**config.mk**
```make
export PLATFORM = sky130hd
export DESIGN_NAME = tflag_reg
export DESIGN_NICKNAME = d
export VERILOG_FILES = /design/src/rtl/tflag_pkg.sv /design/src/rtl/tflag_cell.sv /design/src/rtl/tflag_cmp_chan.sv /design/src/rtl/tflag_ovf_src.sv /design/src/rtl/tflag_reg.sv
export SDC_FILE = /design/constraint.sdc
export NUM_CORES = 1
export LEC_CHECK = 0
export BUFFER_PORTS_ARGS = -buffer_cell sky130_fd_sc_hd__buf_2
export CAP_MARGIN = 10
export CORE_MARGIN = 1.5
export CORE_UTILIZATION = 36
export DETAILED_ROUTE_END_ITERATION = 12
export PLACE_DENSITY = 0.95
export RECOVER_POWER = 50
export SYNTH_ARGS = -nofsm -noshare
export SYNTH_HDL_FRONTEND = slang
export SYNTH_SLANG_ARGS = --single-unit
```
**constraint.sdc**
```tcl
create_clock -name clk -period 1.2 [get_ports clk]
set_input_delay 0 -clock clk [delete_from_list [all_inputs] [get_ports clk]]
set_output_delay 0 -clock clk [all_outputs]
set_load 0.005 [all_outputs]
```
**src/rtl/tflag_pkg.sv**
```systemverilog
// Shared constants and helpers for the timer event flag register.
// Assumes at most three compare channels, so that they fit below the capture bit.
package tflag_pkg;

    localparam int REG_W    = 8;
    localparam int OVF_BIT  = 0;
    localparam int CMP_BASE = 1;
    localparam int CAP_BIT  = 5;

    // Mask of the implemented flag positions for a given channel count.
    function automatic logic [REG_W-1:0] impl_mask(input int n_cmp);
        logic [REG_W-1:0] m;
        m = '0;
        m[OVF_BIT] = 1'b1;
        for (int k = 0; k < n_cmp; k++) begin
            m[CMP_BASE + k] = 1'b1;
        end
        m[CAP_BIT] = 1'b1;
        return m;
    endfunction

endpackage

```
**src/rtl/tflag_cell.sv**
```systemverilog
// One sticky flag bit.
// A set request takes priority over a clear request in the same cycle.
// Assumes set_i and clr_i are single-cycle qualified requests.
module tflag_cell (
    input  logic clk,
    input  logic rst_n,
    input  logic set_i,
    input  logic clr_i,
    output logic q_o
);

    // Sticky flag storage with set priority.
    always_ff @(posedge clk) begin
        if (!rst_n)     q_o <= 1'b0;
        else if (set_i) q_o <= 1'b1;
        else if (clr_i) q_o <= 1'b0;
    end

    AST_SET_WINS: assert property (@(posedge clk) disable iff (!rst_n)
        set_i |=> q_o);
    AST_CLR_TAKES: assert property (@(posedge clk) disable iff (!rst_n)
        (clr_i && !set_i) |=> !q_o);
    AST_FLAG_HOLDS: assert property (@(posedge clk) disable iff (!rst_n)
        (!set_i && !clr_i) |=> $stable(q_o));

endmodule

```
**src/rtl/tflag_cmp_chan.sv**
```systemverilog
// One compare channel.
// On a tick it records whether the counter equals the compare value.
// A recorded match produces a set pulse on the following tick.
// The force strobe is observed only by the check below and never produces a set.
module tflag_cmp_chan #(
    parameter int CNT_W = 16
) (
    input  logic             clk,
    input  logic             rst_n,
    input  logic             tick_i,
    input  logic [CNT_W-1:0] cnt_i,
    input  logic [CNT_W-1:0] cmp_i,
    input  logic             force_i,
    output logic             set_o
);

    logic hit;
    logic pend_q;

    // Compare the counter against this channel's value.
    always_comb hit = (cnt_i == cmp_i);

    // Record the compare result on every tick, so it is held between ticks.
    always_ff @(posedge clk) begin
        if (!rst_n)      pend_q <= 1'b0;
        else if (tick_i) pend_q <= hit;
    end

    // Release the recorded match on the next tick.
    always_comb set_o = pend_q & tick_i;

    AST_FORCE_NO_SET: assert property (@(posedge clk) disable iff (!rst_n)
        (force_i && tick_i && !hit) |=> !set_o);
    AST_NO_SET_ON_MISS: assert property (@(posedge clk) disable iff (!rst_n)
        (tick_i && !hit) |=> !set_o);

endmodule

```
**src/rtl/tflag_ovf_src.sv**
```systemverilog
// Chooses the overflow set event according to the waveform mode.
// Assumes wrap_i and turn_i are aligned to timer ticks.
module tflag_ovf_src (
    input  logic tick_i,
    input  logic mode_plain_i,
    input  logic wrap_i,
    input  logic turn_i,
    output logic set_o
);

    // Pick the event of the active mode and qualify it with the tick.
    always_comb set_o = tick_i & (mode_plain_i ? wrap_i : turn_i);

endmodule

```
**src/rtl/tflag_reg.sv**
```systemverilog
// Timer event flag register.
// Collects the overflow, compare and capture events into sticky flags.
// Applies the write-one and acknowledge clears, and gates the requests with the mask.
// Assumes NUM_CMP <= 3 so that the compare flags fit at bits 1..3.
module tflag_reg
    import tflag_pkg::*;
#(
    parameter int CNT_W   = 16,
    parameter int NUM_CMP = 3
) (
    input  logic                     clk,
    input  logic                     rst_n,
    input  logic                     tick,
    input  logic [CNT_W-1:0]         cnt,
    input  logic [NUM_CMP*CNT_W-1:0] cmp_vals,
    input  logic [NUM_CMP-1:0]       force_cmp,
    input  logic                     cap_evt,
    input  logic                     mode_plain,
    input  logic                     wrap_evt,
    input  logic                     turn_evt,
    input  logic                     wr_en,
    input  logic [REG_W-1:0]         wr_data,
    input  logic                     ack_ovf,
    input  logic [NUM_CMP-1:0]       ack_cmp,
    input  logic                     ack_cap,
    input  logic [REG_W-1:0]         irq_mask,
    output logic [REG_W-1:0]         flags,
    output logic                     irq_ovf,
    output logic [NUM_CMP-1:0]       irq_cmp,
    output logic                     irq_cap
);

    localparam logic [REG_W-1:0] IMPL = impl_mask(NUM_CMP);

    logic [NUM_CMP-1:0] cmp_set;
    logic               ovf_set;
    logic [REG_W-1:0]   set_vec;
    logic [REG_W-1:0]   ack_vec;
    logic [REG_W-1:0]   clr_vec;
    logic [REG_W-1:0]   flag_q;
    logic               unused_bits;

    // One compare channel per compare value.
    for (genvar k = 0; k < NUM_CMP; k++) begin : g_cmp
        tflag_cmp_chan #(.CNT_W(CNT_W)) u_chan (
            .clk     (clk),
            .rst_n   (rst_n),
            .tick_i  (tick),
            .cnt_i   (cnt),
            .cmp_i   (cmp_vals[k*CNT_W +: CNT_W]),
            .force_i (force_cmp[k]),
            .set_o   (cmp_set[k])
        );
    end

    tflag_ovf_src u_ovf (
        .tick_i       (tick),
        .mode_plain_i (mode_plain),
        .wrap_i       (wrap_evt),
        .turn_i       (turn_evt),
        .set_o        (ovf_set)
    );

    // Place each set event and acknowledge at its flag position.
    always_comb begin
        set_vec = '0;
        ack_vec = '0;
        set_vec[OVF_BIT] = ovf_set;
        ack_vec[OVF_BIT] = ack_ovf;
        for (int k = 0; k < NUM_CMP; k++) begin
            set_vec[CMP_BASE + k] = cmp_set[k];
            ack_vec[CMP_BASE + k] = ack_cmp[k];
        end
        set_vec[CAP_BIT] = cap_evt;
        ack_vec[CAP_BIT] = ack_cap;
    end

    // Merge the write-one clear with the vector acknowledges.
    always_comb clr_vec = ack_vec | ({REG_W{wr_en}} & wr_data);

    // A flag cell where a flag exists, a constant zero elsewhere.
    for (genvar i = 0; i < REG_W; i++) begin : g_bit
        if (IMPL[i]) begin : g_flag
            tflag_cell u_cell (
                .clk   (clk),
                .rst_n (rst_n),
                .set_i (set_vec[i]),
                .clr_i (clr_vec[i]),
                .q_o   (flag_q[i])
            );
        end else begin : g_zero
            assign flag_q[i] = 1'b0;
        end
    end

    // Read value and masked interrupt requests.
    always_comb begin
        flags   = flag_q;
        irq_ovf = flag_q[OVF_BIT] & irq_mask[OVF_BIT];
        irq_cap = flag_q[CAP_BIT] & irq_mask[CAP_BIT];
        for (int k = 0; k < NUM_CMP; k++) begin
            irq_cmp[k] = flag_q[CMP_BASE + k] & irq_mask[CMP_BASE + k];
        end
    end

    // Mask, write and set bits at unused positions are intentionally dropped.
    assign unused_bits = ^{wr_data & ~IMPL, irq_mask & ~IMPL, set_vec & ~IMPL, clr_vec & ~IMPL};

    for (genvar k = 0; k < NUM_CMP; k++) begin : g_chk
        AST_CMP_ON_TICK: assert property (@(posedge clk) disable iff (!rst_n)
            $rose(flags[CMP_BASE + k]) |-> $past(tick));
    end
    AST_CAP_SETS: assert property (@(posedge clk) disable iff (!rst_n)
        cap_evt |=> flags[CAP_BIT]);
    AST_OVF_PLAIN: assert property (@(posedge clk) disable iff (!rst_n)
        (tick && mode_plain && wrap_evt) |=> flags[OVF_BIT]);
    AST_RSVD_ZERO: assert property (@(posedge clk) disable iff (!rst_n)
        (flags & ~IMPL) == '0);

endmodule

```
Word level (Yosys, flattened, before mapping)
Index checks and enable logic that the tools add are counted.
- memories: 0
- memory bits (read-only): 0
- memory bits (writable): 0
- bits of input ports: 96
- output and inout bits: 13
- register bits: 8
- word-level logic and storage cells: 38
- latch bits: 0
- equality and inequality tests: 3
- shift-type cells: 0
- bitwise logic cells: 11
- add/subtract/negate cells: 0
- mux-type cells: 11
- order comparisons: 0
- reduce and logical (&&, ||, !) cells: 5
- multipliers: 0
- div/mod/pow operators: 0
- operator list (cell ; count):
    16-bit equality test ; 3
    1-bit 2-to-1 mux ; 11
    2-bit nonzero test ; 5
    1-bit bitwise AND ; 9
    6-bit bitwise AND ; 1
    6-bit OR ; 1

Depth between registers and ports, before layout
- depth in word-level cells: 4
- mapped depth: 4
- gate-level depth less buffers: 4

Modules after synthesis
A second synthesis with hierarchy kept.
- cell total of the unflattened synthesis: 109
- area total of the unflattened synthesis: 959.7 um2
- modules (own cells, without submodules) (module ; cells an instance ; area an instance (um2) ; times used ; sequential area each (um2)):
    tflag_cmp_chan ; 26 ; 214.0 ; 3 ; 20.0
    tflag_cell ; 3 ; 41.3 ; 5 ; 20.0
    tflag_reg ; 14 ; 95.1 ; 1 ; 0.0
    tflag_ovf_src ; 2 ; 16.3 ; 1 ; 0.0

Worst setup path after synthesis
No wires, ideal clock.
- path type: reg2reg
- from: reg, netlist name g_bit[5].g_flag.u_cell.q_o
- to: reg g_bit[5].g_flag.u_cell.q_o
- clock period less this slack: 717 ps
- data arrival time: 660 ps
- setup time: 58 ps
- required time: 1142 ps
- cell stages (with the launch flop): 4
- slack: 483 ps
- path through: dfxtp_1 > inv_1 > a211oi_1 > o21a_1
- RTL lines (element ; RTL line ; source):
    to (signal assigned) ; tflag_cell.sv:14 ; if (!rst_n) q_o <= 1'b0;
    to (signal assigned) ; tflag_cell.sv:15 ; else if (set_i) q_o <= 1'b1;
    to (signal assigned) ; tflag_cell.sv:16 ; else if (clr_i) q_o <= 1'b0;
    to (decl) ; tflag_cell.sv:9 ; output logic q_o

Final worst setup path
- from: reg g_bit[3].g_flag.u_cell.q_o
- to: out irq_cmp[2]
- word-level cells in the longest chain between the ends: 1
- ends and longest elaborated chain (element ; RTL line ; source):
    from (decl) ; tflag_cell.sv:9 ;
    from (signal assigned) ; tflag_cell.sv:14 ;
    from (signal assigned) ; tflag_cell.sv:15 ;
    from (signal assigned) ; tflag_cell.sv:16 ;
    1-bit bitwise AND ; tflag_reg.sv:102 ; irq_cmp[k] = flag_q[CMP_BASE + k] & irq_mask[CMP_BASE + k];
    to (decl) ; tflag_reg.sv:29 ; output logic [NUM_CMP-1:0] irq_cmp,
Every way passes these cells.

==> results.md <==
* Status: complete, no violations
* Number of diodes at 0
* Row count at 18
* Vias post-DR at 1136
* Critical path class: reg -> out
* Clock Latency Late Sink at around 0.25 ns
* WP buf/inv at 1
* Number of global-route vias before repair at 997
* Multi-input logic area at between 700 and 800 sq um
* Crit Path Max Fanout at 3
* Final setup fails at 0
* Crit start category: flip-flop
* CTS root buffer: clkbuf_4
* Seq/Total Area, Yosys at 16.9%
* WL final at about 2600 um
* Number of flops mapped to enable cells by yosys at 0
* Gr usage total at 17.9%
* Most common cell in the netlist: xor2_1
* Register area at between 150 and 200 sq um
* Max capacitance violation total at 0
* FFs w/ async S/R, synth at 0%
* Yosys top cell area share at a little over two fifths
* Top cells by area, synth: xor2_1 42%, dfxtp_1 17%, buf_4 6.3%, nor4_1 4.6%, a32oi_1 3.7%
* Layout fillers at roughly 250
* Starting density of the core at 38.2%
* CTS tree: built
* Die area at ~2900 sq um
* Period utilization at between 60% and 70%
* Clk sinks at 8
* Setup TNS at 0 ns
* Antenna viol nets, final at 0
* Routed vias/inst at roughly 4.8
* Largest delay contributor family on the critical path: flip-flops
* Port buffer count at 96
* Max Freq at 1230 MHz
* Area growth from synthesis to layout at 52.4%
* DIE HEIGHT at 54.3 um
* Post-DP HPWL at ~2400 um
* I/O Pins at between 100 and 150
* GPL Wtd Cong at 0.700
* Reg clk slew, reported paths at around 0.050 ns
* Final non-filler cell area at between 1000 and 1500 sq um
* CP arrival at 0.81 ns
* Most common library cells after synthesis: 45 x xor2_1, 8 x buf_4, 8 x dfxtp_1
* Layout cells sized above 1 at a little under half
* Crit path required time at 1.20 ns
* Area leader, netlist: xor2_1
* Mapped Area at between 900 and 1000 sq um
* Layout Skew at roughly 0.0018 ns
* Placed inst area at approximately 1400 sq um
* CP max stage cell: dfxtp_1
* Worst hold-check path type: in -> reg
* PwrDens at a little under 600 nW/um^2
* Drc violations at 0
* Final Hold Vio Count at 0
* Hold Slack at between 0.05 and 0.06 ns
* Critical Path End Type: output pin
* DRT iter0 DRCs at 4
* Leak at between 0.0007 and 0.0008 uW
* Utilization after layout at 58.2%
* Max Slew Vio Count at 0
* Max H-tree Level at 1
* Inserted Clock Buffers at 3
* Global-route wire length before repair at roughly 3800 um
* WL/cell at between 10 and 15 um
* Tot Pwr at between 800 and 900 uW
* RSZ-0062 raised after global routing: no
* Tmin final at approximately 0.81 ns
* Seq cells post-synth at 8
* Post-CTS setup buffer count at 0
* Peak supply drop at 0.383 mV
* Post-layout net count at roughly 310
* Drt pass-1 iters at 4
* Synth unique cells at 19
* Largest net degree at the start of global routing at 10
* Chip Width at between 50 and 60 um
* Syn. warnings at 0
* Core ar. at 2480 sq um
* Prevailing post-synth register cell: dfxtp_1
* Syn_area_per_cell at just over 8 sq um
* Cells after Synth at 115
* Worst path cell trace: and2_1 > buf_2
* Initial antenna violation count at 0
* Clock tree buffer depth at 2
* R2r setup slk at around 0.44 ns
* GRT overflow at 0
* Max stage delay on crit path at roughly 0.34 ns
[layout by cell type, fill, tap and decap left out, drive strengths merged]
cell type    count
buf             95
xor2            45
nor4             9
dfxtp            8
nand2            7
and2             5
inv              5
nor2b            5
a32oi            4
clkbuf           4
xnor2            3
nand3            3
nor3             3
nand4            3
o21ai            3
conb             3
a211oi           1
o21a             1
mux2             1
dlygate4sd3      1
[flip-flops by register name, summed over array words and instances, names as in the netlist]
signal	count
g_bit.g_flag.u_cell.q_o	5
g_cmp.u_chan.pend_q	3
[cell families after synthesis]
logic type | count (synthesis) | synth area share [%]
xor gates and xnor gates | 48 | 44.4
and+or+nand+nor | 35 | 21.8
buffers and inverters | 13 | 8.33
AOI/OAI and AO/OA | 9 | 6.88
DFF | 8 | 16.9
muxes | 1 | 1.19
other | 1 | 0.396
[per-stage QoR]
stage | setup slack [ns] | instances
detailed placement | 0.167 | 235
CTS | 0.371 | 239
global placement | 0.212 | 235
finish | 0.389 | 239
floorplan | 0.483 | 117
global route | 0.328 | 239
[routing by layer]
| layer | track usage (%) | up-vias | part of all wire, % |
|---|---|---|---|
| met5 | 0 | - | 0 |
| met4 | 10.8 | 0 | 2.1 |
| met3 | 1.64 | 7 | 11 |
| met2 | 36.1 | 76 | 52 |
| met1 | 17.1 | 486 | 35 |
| li1 | - | 567 | - |
[power breakdown]
| part | switching (uW) | internal (uW) |
|---|---|---|
| logic | 167 | 196 |
| registers | 2.45 | 270 |
| clock network | 83.5 | 114 |
[final timing paths]
path | from | end | depth (start not counted)
max | g_bit[3].g_flag.u_cell.q_o$_SDFFE_PN0P_ | irq_cmp[2] | 2
min reg2reg | g_cmp[0].u_chan.pend_q$_SDFFE_PN0P_ | g_cmp[0].u_chan.pend_q$_SDFFE_PN0P_ | 2
min | rst_n | g_bit[5].g_flag.u_cell.q_o$_SDFFE_PN0P_ | 2
max reg2reg | g_bit[5].g_flag.u_cell.q_o$_SDFFE_PN0P_ | g_bit[5].g_flag.u_cell.q_o$_SDFFE_PN0P_ | 3
[final cells by class]
type / instances / area share, %
multi-input cells: 96 / 49.6
repair buffers: 97 / 33.9
flip-flops and latches: 8 / 11.1
well taps: 30 / 2.60
clock buffers: 3 / 1.56
inverters: 5 / 1.30
[repair_timing]
action	in CTS	in global routing
endpoints found under the hold margin	1	0
hold buffers	1	0
resized for setup	0	0
[worst reg2reg max path, delay by kind of cell (launching register included)]
family	cells	cell delay, ns
DFF	1	0.33
AOI/OAI and AO/OA	2	0.33
buffers and inverters	1	0.05
Note: power is estimated with default switching activity, not from simulation.
